<file path="config.mk">
export PLATFORM = sky130hd
export DESIGN_NAME = trim_corrector
export DESIGN_NICKNAME = d
export VERILOG_FILES = /design/src/rtl/trim_pkg.sv /design/src/rtl/trim_saturate.sv /design/src/rtl/trim_datapath.sv /design/src/rtl/trim_control.sv /design/src/rtl/trim_corrector.sv
export SDC_FILE = /design/constraint.sdc
export NUM_CORES = 1
export LEC_CHECK = 0
export ABC_AREA = 1
export ABC_CLOCK_PERIOD_IN_PS = 6700
export BUFFER_PORTS_ARGS = -buffer_cell sky130_fd_sc_hd__buf_4
export CORE_ASPECT_RATIO = 2
export CORE_MARGIN = 1
export CORE_UTILIZATION = 30
export DETAILED_ROUTE_END_ITERATION = 8
export PLACE_DENSITY_LB_ADDON = 0.25
export SLEW_MARGIN = 20
export SYNTH_ARGS = -nofsm -noshare
export SYNTH_HDL_FRONTEND = slang
export SYNTH_HIERARCHICAL = 1
export SYNTH_SLANG_ARGS = --single-unit
</file>
<file path="constraint.sdc">
create_clock -name clk -period 6.7 [get_ports clk]
set_input_delay 1.34 -clock clk [delete_from_list [all_inputs] [get_ports clk]]
set_output_delay 1.34 -clock clk [all_outputs]
set_load 0.01 [all_outputs]
</file>
<file path="src/rtl/trim_pkg.sv">
package trim_pkg;

  typedef enum logic [1:0] {
    SEL_GAIN   = 2'd0,
    SEL_OFFSET = 2'd1,
    SEL_LIMIT  = 2'd2,
    SEL_SPARE  = 2'd3
  } cfgSel_e;

  typedef struct packed {
    logic loadGain;
    logic loadOffset;
    logic loadLimit;
    logic stepMul;
    logic stepSum;
  } trimStrobes_t;

endpackage

</file>
<file path="src/rtl/trim_saturate.sv">
module trim_saturate #(
  parameter int IN_W  = 27,
  parameter int OUT_W = 24
) (
  input  logic [IN_W-1:0]  valueIn,
  output logic [OUT_W-1:0] valueOut
);
  localparam int HEAD_W = IN_W - OUT_W + 1;
  localparam logic [OUT_W-1:0] POS_MAX = {1'b0, {(OUT_W-1){1'b1}}};
  localparam logic [OUT_W-1:0] NEG_MIN = {1'b1, {(OUT_W-1){1'b0}}};

  logic [HEAD_W-1:0] head;
  logic fits;

  always_comb begin
    head = valueIn[IN_W-1:OUT_W-1];
    fits = (&head) | ~(|head);
    if (fits)
      valueOut = valueIn[OUT_W-1:0];
    else if (valueIn[IN_W-1])
      valueOut = NEG_MIN;
    else
      valueOut = POS_MAX;
  end
endmodule

</file>
<file path="src/rtl/trim_datapath.sv">
module trim_datapath
  import trim_pkg::*;
#(
  parameter int DATA_W       = 24,
  parameter int COEF_W       = 16,
  parameter int GAIN_SHIFT   = 15,
  parameter int OFFSET_SHIFT = 1,
  parameter logic [COEF_W-1:0] GAIN_RESET   = 16'hA000,
  parameter logic [COEF_W-1:0] OFFSET_RESET = 16'h0000,
  parameter logic [COEF_W-1:0] LIMIT_RESET  = 16'hCCCC
) (
  input  logic              clk,
  input  logic              rstN,
  input  trimStrobes_t      strobes,
  input  logic [COEF_W-1:0] cfgData,
  input  logic [DATA_W-1:0] finalSample,
  input  logic [DATA_W-1:0] earlySample,
  output logic [DATA_W-1:0] outSample,
  output logic              earlyHit,
  output logic [COEF_W-1:0] gainNow,
  output logic [COEF_W-1:0] offsetNow,
  output logic [COEF_W-1:0] limitNow
);
  localparam int PROD_W = DATA_W + COEF_W + 1;
  localparam int SCALE_W = DATA_W + 2;
  localparam int SUM_W = SCALE_W + 1;
  localparam int OFS_PAD = SUM_W - COEF_W - OFFSET_SHIFT;

  logic [COEF_W-1:0] gainReg, offsetReg, limitReg;

  always_ff @(posedge clk) begin
    if (!rstN) begin
      gainReg   <= GAIN_RESET;
      offsetReg <= OFFSET_RESET;
      limitReg  <= LIMIT_RESET;
    end else begin
      if (strobes.loadGain)   gainReg   <= cfgData;
      if (strobes.loadOffset) offsetReg <= cfgData;
      if (strobes.loadLimit)  limitReg  <= cfgData;
    end
  end

  assign gainNow   = gainReg;
  assign offsetNow = offsetReg;
  assign limitNow  = limitReg;

  // multiply stage: signed sample by unsigned gain, arithmetic shift down
  logic signed [PROD_W-1:0] sampleExt, gainExt, product, productShift;
  logic [SCALE_W-1:0] scaledNext, scaledReg;

  always_comb begin
    sampleExt    = {{(COEF_W+1){finalSample[DATA_W-1]}}, finalSample};
    gainExt      = {{(DATA_W+1){1'b0}}, gainReg};
    product      = sampleExt * gainExt;
    productShift = product >>> GAIN_SHIFT;
    scaledNext   = productShift[SCALE_W-1:0];
  end

  always_ff @(posedge clk) begin
    if (!rstN)               scaledReg <= '0;
    else if (strobes.stepMul) scaledReg <= scaledNext;
  end

  // offset stage: sign-extended, left-shifted offset added after scaling
  logic [SUM_W-1:0] offsetTerm, sumWide;
  logic [DATA_W-1:0] clipped, outReg;

  always_comb begin
    offsetTerm = {{OFS_PAD{offsetReg[COEF_W-1]}}, offsetReg, {OFFSET_SHIFT{1'b0}}};
    sumWide    = {scaledReg[SCALE_W-1], scaledReg} + offsetTerm;
  end

  trim_saturate #(.IN_W(SUM_W), .OUT_W(DATA_W)) u_sat (
    .valueIn (sumWide),
    .valueOut(clipped)
  );

  always_ff @(posedge clk) begin
    if (!rstN)               outReg <= '0;
    else if (strobes.stepSum) outReg <= clipped;
  end

  assign outSample = outReg;

  // early overrange compare on the untrimmed first-stage sample
  logic [COEF_W-1:0] upperBits;
  logic [COEF_W:0]   upperExt, upperMag;
  logic [COEF_W+1:0] magScaled, limitScaled;

  always_comb begin
    upperBits   = earlySample[DATA_W-1 -: COEF_W];
    upperExt    = {upperBits[COEF_W-1], upperBits};
    upperMag    = upperExt[COEF_W] ? (~upperExt + {{COEF_W{1'b0}}, 1'b1}) : upperExt;
    magScaled   = {upperMag, 1'b0};
    limitScaled = {2'b00, limitReg};
    earlyHit    = magScaled > limitScaled;
  end
endmodule

</file>
<file path="src/rtl/trim_control.sv">
module trim_control
  import trim_pkg::*;
#(
  parameter int SEL_W     = 2,
  parameter int RUN_LIMIT = 4
) (
  input  logic             clk,
  input  logic             rstN,
  input  logic             cfgWrite,
  input  logic [SEL_W-1:0] cfgSel,
  input  logic             finalValid,
  input  logic             earlyValid,
  input  logic             earlyHit,
  input  logic             modValid,
  input  logic             modOverFs,
  input  logic             statusRead,
  output trimStrobes_t     strobes,
  output logic             outValid,
  output logic             overrange,
  output logic             runFull,
  output logic             earlyTrip,
  output logic             runTrip
);
  localparam int CNT_W = $clog2(RUN_LIMIT + 1);
  localparam logic [CNT_W-1:0] CNT_TOP = CNT_W'(RUN_LIMIT);

  logic mulValid, sumValid, flagReg;
  logic [CNT_W-1:0] runCount;

  always_comb begin
    strobes.loadGain   = cfgWrite && (cfgSel == SEL_GAIN);
    strobes.loadOffset = cfgWrite && (cfgSel == SEL_OFFSET);
    strobes.loadLimit  = cfgWrite && (cfgSel == SEL_LIMIT);
    strobes.stepMul    = finalValid;
    strobes.stepSum    = mulValid;
  end

  always_ff @(posedge clk) begin
    if (!rstN) begin
      mulValid <= 1'b0;
      sumValid <= 1'b0;
    end else begin
      mulValid <= finalValid;
      sumValid <= mulValid;
    end
  end

  assign outValid = sumValid;

  assign runFull = (runCount == CNT_TOP);

  always_ff @(posedge clk) begin
    if (!rstN)
      runCount <= '0;
    else if (modValid) begin
      if (!modOverFs)      runCount <= '0;
      else if (!runFull)   runCount <= runCount + 1'b1;
    end
  end

  assign runTrip   = modValid && modOverFs && runFull;
  assign earlyTrip = earlyValid && earlyHit;

  always_ff @(posedge clk) begin
    if (!rstN)                     flagReg <= 1'b0;
    else if (runTrip || earlyTrip) flagReg <= 1'b1;
    else if (statusRead)           flagReg <= 1'b0;
  end

  assign overrange = flagReg;
endmodule

</file>
<file path="src/rtl/trim_corrector.sv">
module trim_corrector
  import trim_pkg::*;
#(
  parameter int DATA_W       = 24,
  parameter int COEF_W       = 16,
  parameter int SEL_W        = 2,
  parameter int GAIN_SHIFT   = 15,
  parameter int OFFSET_SHIFT = 1,
  parameter int RUN_LIMIT    = 4
) (
  input  logic              clk,
  input  logic              rstN,
  input  logic              cfgWrite,
  input  logic [SEL_W-1:0]  cfgSel,
  input  logic [COEF_W-1:0] cfgData,
  input  logic              finalValid,
  input  logic [DATA_W-1:0] finalSample,
  input  logic              earlyValid,
  input  logic [DATA_W-1:0] earlySample,
  input  logic              modValid,
  input  logic              modOverFs,
  input  logic              statusRead,
  output logic              outValid,
  output logic [DATA_W-1:0] outSample,
  output logic              overrange
);
  trimStrobes_t strobes;
  logic earlyHit, runFull, earlyTrip, runTrip;
  logic [COEF_W-1:0] gainNow, offsetNow, limitNow;

  trim_control #(.SEL_W(SEL_W), .RUN_LIMIT(RUN_LIMIT)) u_ctrl (
    .clk(clk), .rstN(rstN), .cfgWrite(cfgWrite), .cfgSel(cfgSel),
    .finalValid(finalValid), .earlyValid(earlyValid), .earlyHit(earlyHit),
    .modValid(modValid), .modOverFs(modOverFs), .statusRead(statusRead),
    .strobes(strobes), .outValid(outValid), .overrange(overrange),
    .runFull(runFull), .earlyTrip(earlyTrip), .runTrip(runTrip)
  );

  trim_datapath #(
    .DATA_W(DATA_W), .COEF_W(COEF_W),
    .GAIN_SHIFT(GAIN_SHIFT), .OFFSET_SHIFT(OFFSET_SHIFT)
  ) u_dp (
    .clk(clk), .rstN(rstN), .strobes(strobes), .cfgData(cfgData),
    .finalSample(finalSample), .earlySample(earlySample),
    .outSample(outSample), .earlyHit(earlyHit),
    .gainNow(gainNow), .offsetNow(offsetNow), .limitNow(limitNow)
  );
endmodule

</file>
-- After elaboration in Yosys (flattened, before gate mapping)
Cells that the tools add are included.
- eq/ne operators: 4
- reduce and logical (&&, ||, !) cells: 12
- mux-type cells: 7
- bitwise gates (word level): 3
- $mul: 1
- add/subtract/negate cells: 3
- $lt $le $gt $ge: 1
- operator list (operator ; count):
    24-bit two-way mux ; 2
    24-bit by 17-bit multiplier with 41-bit output ; 1
    26-bit by 17-bit adder with 27-bit output ; 1
    18-bit by 16-bit greater-than comparator with 1-bit output ; 1
    17-bit by 1-bit adder with 17-bit output (second input constant) ; 1
    17-bit two-way mux ; 1
    17-bit inverter ; 1
    1-bit logical AND ; 6
    3-bit two-way mux ; 2
    4-bit AND reduction ; 1
    4-bit OR reduction ; 1
    3-bit by 1-bit adder with 3-bit output (second input constant) ; 1
    3-bit == test (second input constant) ; 1
    2-bit by 1-bit == test with 1-bit output (second input constant) ; 1
    2-bit == test (second input constant) ; 1
    2-bit zero test ; 1
    1-bit two-way mux ; 2
    2-bit inequality test (second input constant) ; 1
    2-bit AND reduction ; 1
    2-bit nonzero test ; 1
    1-bit logical OR ; 1
    1-bit inverter ; 1
    1-bit OR ; 1
- input bits: 74
- logic and storage cells: 40
- output and inout port bits: 26
- register bits after elaboration: 104

-- Longest topological paths before layout
Gate-level depths: netlist (run 1).
- depth in word-level cells: 7
- gate-level depth with buffers: 30
- gate-level depth less buffers: 28

-- Cells and area by module
The synthesis (run 1) kept the hierarchy.
- modules (own cells, without submodules) (module ; area an instance (µm²) ; times used ; sequential area each (µm²) ; cells an instance):
    trim_datapath ; 20195.6 ; 1 ; 1961.9 ; 2752
    trim_control ; 337.8 ; 1 ; 120.1 ; 49
    trim_saturate ; 292.8 ; 1 ; 0.0 ; 60

-- Worst setup path before layout (run 1)
Ideal clock, no wire load.
- path kind: in2reg
- from: in finalSample[23]
- to: reg u_dp.scaledReg[21]
- slack: -49 ps
- arrival time: 6631 ps
- stages on the path: 22
- required time: 6583 ps
- cell sequence: clkbuf_1 > clkbuf_1 > nand2_1 > fa_1 > fa_1 > inv_1 > fa_1 > fa_1 > fa_1 > inv_1 > fa_1 > inv_1 > ha_1 > nand2_1 > nor2_1 > inv_1 > nor4_2 > nand2_2 > nand3_1 > nand2_1 > nor2_1 > nor2_1
- cells in the longest elaborated chain, start to end: 1
- ends and longest elaborated chain (what ; RTL line ; text):
    from (decl) ; trim_corrector.sv:17 ; input logic [DATA_W-1:0] finalSample,
    24-bit by 17-bit multiplier with 41-bit output ; trim_datapath.sv:54 ; product = sampleExt * gainExt;
    to (signal assigned) ; trim_datapath.sv:61 ; else if (strobes.stepMul) scaledReg <= scaledNext;
    to (decl) ; trim_datapath.sv:49 ; logic [SCALE_W-1:0] scaledNext, scaledReg;
No other way between the ends.
A chain may end at the register's enable or synchronous reset.

-- Final worst setup path (run 1)
- from: in finalSample[16]
- to: reg u_dp.scaledReg[20]
The elaborated chain is that of the path after synthesis.

==> results of run 1 <==
-- flip-flops by register name, indices dropped and copies added (netlist names) --
name              cells
u_ctrl/overrange      1
u_dp/limitNow        16
u_dp/offsetNow       16
u_ctrl/runCount       3
u_dp/gainNow         16
u_ctrl/mulValid       1
u_dp/scaledReg       26
u_dp/outSample       24
u_ctrl/outValid       1
-- worst paths after layout --
path                            slack [ns]                              end                           from  depth (start not counted)
worst max-delay path                  0.25  u_dp/scaledReg[20]$_SDFFE_PN0P_                finalSample[16]                         25
worst min-delay path                  0.46    u_dp/limitNow[1]$_SDFFE_PN0P_  u_dp/limitNow[1]$_SDFFE_PN0P_                          2
worst max register to register        0.74  u_dp/scaledReg[21]$_SDFFE_PN0P_   u_dp/gainNow[9]$_SDFFE_PN0P_                         27
worst min register to register        0.46    u_dp/limitNow[1]$_SDFFE_PN0P_  u_dp/limitNow[1]$_SDFFE_PN0P_                          2
-- layer usage --
layer / up-vias / GRT usage (%) / share of wire, %
met3: 142 / 1.179 / 2.3
met4: 0 / 11.97 / 6.7
met2: 308 / 40.09 / 58
met5: - / 0 / 0
li1: 8628 / - / -
met1: 8666 / 17.45 / 33
-- stage by stage --
stage / utilization (%) / hold WS [ns]
finish: 34.89 / 0.4638
global route: 34.88 / 0.4804
CTS: 34.79 / 0.4657
detailed placement: 34.31 / 0.4555
global placement: 34.31 / 0.4485
floorplan: - / 0.4133
-- cell usage in the layout (no fill, tap or decap), types with 3 or more instances in the layout --
cell type,instances
a211oi_1,3
nor2_2,15
ha_1,141
nand4_1,10
o211ai_1,3
nor3_2,3
o21ai_2,5
clkinv_1,4
a21oi_1,93
o21bai_1,12
buf_4,263
o21ai_1,16
a21boi_0,3
nand2_2,17
fa_1,374
nand3_1,77
o21ai_0,114
clkbuf_16,9
nand2_1,655
buf_12,10
xnor2_1,19
nor3_1,10
inv_1,722
xor2_1,31
inv_2,5
nor2_1,252
a21o_1,5
nand3_2,4
a21oi_2,8
dfxtp_1,104
-- what timing repair did --
item | CTS | global route
gates resized for setup | 0 | 22
setup endpoints to repair | 0 | 12
buffers inserted | 0 | 2
-- layout make-up --
class	count	area (um^2)
diodes	1	2.502
flip-flops and latches	104	2082
multi-input cells	1896	15530
well taps	897	1122
clock buffers	9	225.2
clock inverters	7	103.9
repair buffers	273	2175
fillers	7513	44760
inverters	731	2744
-- tightest hold or removal path, delay by kind of cell (launching register included) --
kind / cells / cell delay [ns]
flops: 1 / 0.30
buf+inv: 1 / 0.06
compound gates: 1 / 0.06
-- where the power goes --
part,internal [uW],total (uW),leakage (uW),switching [uW]
combinational,2790,6670,0.0123,3880
sequential,719,776,0.000857,57.2
clock,332,583,0.000163,251
total,3840,8030,0.0133,4190
==> flow_summary.json, run 1 <==
{
  "syn_area_per_cell_um2": 7.282,
  "count_of_standard_cell_rows": 136,
  "die_height_um": 374.5,
  "critPathLaunchType": "primary input",
  "total_power_uw": 8034,
  "crit_fanout": 10,
  "synth_nets": 3451,
  "worstMarginPinSlew_ns": 1.013,
  "top_level_ports": 100,
  "initial_core_utilization_pct": 30.28,
  "cts_tree": "done",
  "track_usage_pct": 19.27,
  "maximum_number_of_pins_on_one_net_before_global_route_repair": 74,
  "setup_viol": 0,
  "status": "finished clean",
  "synthToLayoutAreaGrowth_pct": 15.21,
  "worst-endpoint-arrival_ns": 6.72,
  "via_count_of_the_first_global_routing_pass": 19400,
  "cp-end-kind": "register",
  "cts_root_buf": "clkbuf_16",
  "min_period_over_period_pct": 96.25,
  "gr-total-overflow": 0,
  "final_cells": 3918,
  "maximum_capacitance_violations": 0,
  "finalNetCount": 3607,
  "drt-initial-drc-count": 685,
  "dpl-instance-area_mm2": 0.02359,
  "yosys_warning_total": 6,
  "grt_antenna_before_repair": 0,
  "place.port_buffers": 91,
  "ctsHoldBuffers": 0,
  "hold_path.class": "register to register",
  "synth_area_mm2": 0.02082,
  "cp_slowest_stage_delay_ns": 0.53,
  "post_route_cells_drive_above_1_share_pct": 11.72,
  "wire_per_inst_um": 16.71,
  "drt_wl_total_um": 65470,
  "finalHoldViolCount": 0,
  "cell_type_group_with_the_largest_total_delay_on_the_critical_path": "adder cells",
  "clkTransAtPathRegs_ns": 0.08,
  "finalInstanceArea_mm2": 0.02398,
  "avgViaCountPerCell": 4.529,
  "dp_worst_setup_slack_ns": -0.3262,
  "detail_route.drc_violations": 0,
  "coreArea_mm2": 0.06875,
  "slew-limit-headroom_pct": 32.41,
  "post-route-min-period_ns": 6.449,
  "gp_congestion": 0.9129,
  "synth_cells": 2859,
  "cts_sinks": 104,
  "total_placed_cells_including_tap_cells": 3899,
  "clock.fmax_ghz": 0.1551,
  "die_area_mm2": 0.07052,
  "insertion_delay_to_the_later_sink_of_the_worst_skew_pair_ns": 0.37,
  "critPathKind": "primary input to register",
  "required_time_reported_for_the_critical_path_endpoint_ns": 6.97,
  "critical_path.slowest_cell": "fa_1",
  "setup-tns-final_ns": 0,
  "place_hpwl_um": 54820,
  "cts_made_buffers": 9,
  "fp.dieW_um": 188.3,
  "global_route_wire_length_before_repair_um": 103600,
  "antenna_left": 0,
  "clock_path_buffers": 2,
  "timing_max_transition_violations_final": 0,
  "via_count": 17740,
  "worst_slack_ns": 0.2510,
  "grt_setup_unrepaired": "false",
  "dr.pass1.iters": 5,
  "power_density_cells_mw_per_mm2": 335.0,
  "power.ir.vdd_worst_mv": 0.1914,
  "worstPathBufferInverterCount": 8,
  "p_leak_uw": 0.01331,
  "cts.htree.levels": 3,
  "timing.clock.skew_ns": 0.01477
}
Power figures use the tool's default switching activity.
==> run 2: changes to the inputs <==
Settings changed: CELL_PAD_IN_SITES_DETAIL_PLACEMENT set to 0, CELL_PAD_IN_SITES_GLOBAL_PLACEMENT set to 1, SYNTH_HIERARCHICAL 1 to not set.
==> run 2 against run 1 <==
Effect of this change:
- final cell count grew 0.31%
- synthesized cell count shrank 1.3%
- final area grew 1.6%
- die area shrank 0.85%
- register-to-register slack lost 0.20 ns
- sequential share of layout area shrank 0.13 points
==> flow_summary.json, run 2 <==
{
  "required_time_reported_for_the_critical_path_endpoint_ns": 6.95,
  "avgViaCountPerCell": 4.560,
  "syn_area_per_cell_um2": 7.314,
  "detail_route.drc_violations": 0,
  "initial_core_utilization_pct": 30.40,
  "via_count": 17920,
  "cpMostUsedCell": "fa_1",
  "place.port_buffers": 91,
  "registers.top_by_ff_count": "u_dp.scaledReg",
  "power_density_cells_mw_per_mm2": 328.0,
  "status": "finished clean",
  "grt_antenna_before_repair": 0,
  "wire_per_inst_um": 17.13,
  "cts_made_buffers": 9,
  "cp-end-kind": "register",
  "ctsHoldBuffers": 0,
  "clock_path_buffers": 2,
  "via_count_of_the_first_global_routing_pass": 20000,
  "grt_setup_unrepaired": "true",
  "finalHoldViolCount": 0,
  "synth.yosys.seq_area_share_pct": 10.09,
  "synth_area_mm2": 0.02064,
  "cp_slowest_stage_delay_ns": 0.58,
  "post_route_cells_drive_above_1_share_pct": 13.95,
  "setup_viol": 0,
  "layout.cells.most_common": "inv_1",
  "final_cells": 3930,
  "worst-endpoint-arrival_ns": 6.72,
  "cells_along_the_critical_path": "buf_4 -> buf_4 -> nand2_1 -> fa_1 -> fa_1 -> inv_4 -> buf_4 -> fa_1 -> fa_1 -> fa_1 -> fa_1 -> ha_1 -> a21oi_2 -> inv_1 -> a31oi_1 -> o21ai_1 -> buf_4 -> nor2_1 -> nand2_1 -> buf_4 -> xnor2_2 -> a21oi_1",
  "worstPathBufferInverterCount": 7,
  "post_synth_num_cell_types": 39,
  "synthToLayoutAreaGrowth_pct": 18.03,
  "cts_tree": "done",
  "coreArea_mm2": 0.06790,
  "finalNetCount": 3627,
  "post-synth-top-count-cell": "inv_1",
  "synthesized_flop_and_latch_total": 104,
  "place_hpwl_um": 58910,
  "insertion_delay_to_the_later_sink_of_the_worst_skew_pair_ns": 0.38,
  "hold_path.class": "register to register",
  "leading_cell_types_in_the_layout_fill_and_taps_excluded": "inv_1, nand2_1, fa_1",
  "drt-initial-drc-count": 652,
  "cts.htree.levels": 3,
  "dr.pass1.iters": 5,
  "final_core_util_pct": 35.88,
  "global_route_wire_length_before_repair_um": 107900,
  "diodes": 0,
  "crit_fanout": 9,
  "cts_setup_buffers": 0,
  "clkTransAtPathRegs_ns": 0.07,
  "fillcell_total": 7339,
  "top_level_ports": 100,
  "timing.clock.skew_ns": 0.008189,
  "synth_cells": 2822,
  "cts_root_buf": "clkbuf_16",
  "maximum_number_of_pins_on_one_net_before_global_route_repair": 91,
  "cell_type_group_with_the_largest_total_delay_on_the_critical_path": "adder cells",
  "power.ir.vdd_worst_mv": 0.2014,
  "gr-total-overflow": 0,
  "gp_congestion": 0.8799,
  "netlist_top_cells_area": "fa_1, inv_1, nand2_1",
  "worstMarginPinSlew_ns": 1.082,
  "min_period_over_period_pct": 96.62,
  "fp.dieW_um": 187.5,
  "critical_path.slowest_cell": "fa_1",
  "die_height_um": 372.9,
  "fin_worst_hold_slack_ns": 0.4621,
  "synthDominantAreaCellType": "fa_1",
  "timing_max_transition_violations_final": 0,
  "antenna_left": 0,
  "synth_nets": 3414,
  "yosys_warning_total": 0,
  "total_placed_cells_including_tap_cells": 3914,
  "count_of_standard_cell_rows": 135,
  "maximum_capacitance_violations": 0,
  "slew-limit-headroom_pct": 27.80,
  "number_of_flip_flops_under_the_largest_register_name": 26,
  "post_synth_edffs": 0,
  "critPathLaunchType": "primary input",
  "die_area_mm2": 0.06992,
  "synthFlopType": "dfxtp_1",
  "track_usage_pct": 20.13,
  "netlist.area_leader.share_pct": 36.47,
  "synth_commonest_cells": "inv_1, nand2_1, fa_1, nor2_1, ha_1",
  "postSynth.asyncResetShare_pct": 0,
  "critical_path.reg2reg.startpoint": "u_dp.gainNow[2]$_SDFFE_PN0P_",
  "clock.fmax_ghz": 0.1545,
  "hp-start": "u_dp.limitNow[13]$_SDFFE_PN0P_",
  "post-route-min-period_ns": 6.474,
  "critPathKind": "primary input to register",
  "p_leak_uw": 0.01351,
  "cts_sinks": 104,
  "drt_wl_total_um": 67340,
  "ctsResizeCount": 0,
  "setup.worst_path.start": "finalSample[23]"
}
run 2: cell types whose count changed in the layout (fill, tap and decap cells not counted), sizes merged, moves of 14 or more:
cell	delta
o21ai	-19
nand2	+28
nor2	-61
a21oi	+14
nand3	-19
buf	+51
run 2: metal layers:
layer  part of all wire, %  track usage (%)  routed length, um  vias up
li1                      -                -                  -     8657
met1                    33            18.29              22430     8838
met2                    60            43.38              40500      295
met3                   1.8            1.439               1232      132
met4                   4.7            8.820               3181        0
met5                     0                0                  0        -
run 2: where the power goes:
group	internal (uW)	switching, uW	leakage, uW	total (uW)
Combinational	2940	3700	0.0125	6640
Sequential	717	66.0	0.000857	783
Clock	298	268	0.000154	567
run 2: path summary, 6_finish.rpt:
kind / cells after the start / slack, ns / endpoint
max: 22 / 0.23 / u_dp.scaledReg[17]$_SDFFE_PN0P_
min: 2 / 0.46 / u_dp.limitNow[13]$_SDFFE_PN0P_
max reg2reg: 25 / 0.54 / u_dp.scaledReg[24]$_SDFFE_PN0P_
min reg2reg: 2 / 0.46 / u_dp.limitNow[13]$_SDFFE_PN0P_
run 2: kinds of logic after synthesis:
kind of cell	share of synthesized area [%]
buffers and inverters	15.68
AND/OR/NAND/NOR	19.67
flip-flops	10.09
XOR/XNOR	1.952
AO/OA/AOI/OAI	7.535
adder cells (fa/ha/maj)	45.08
run 2: worst reg2reg max path: cells and delay by family (launching register included):
| family | cells | cell delay (ns) |
|---|---|---|
| buffers and inverters | 8 | 1.03 |
| and+or+nand+nor | 8 | 0.72 |
| adders and majority gates | 7 | 3.44 |
| AOI/OAI and AO/OA | 2 | 0.37 |
| DFF | 1 | 0.52 |
run 2: area by class of cell:
cell class                      count  area, um^2  share of cell area, %
Clock buffer                        9       225.2                 0.9245
Clock inverter                      7       87.58                 0.3595
Inverter                          735        2761                  11.34
Multi-Input combinational cell   1861       15500                  63.63
Sequential cell                   104        2082                  8.546
Tap cell                          890        1114                  4.571
Timing Repair Buffer              324        2590                  10.63
run 2: through the flow:
step | total power, uW | area, um^2 | setup slack (ns) | TNS [ns]
CTS | 7882 | 24170 | 0.009848 | 0
finish | 7992 | 24360 | 0.2262 | 0
floorplan | 4316 | 20640 | 0.02497 | 0
global route | 8878 | 24360 | -0.06483 | -0.09771
detailed placement | 7271 | 23860 | -0.3911 | -4.606
global placement | 7256 | 23860 | -0.4629 | -4.232
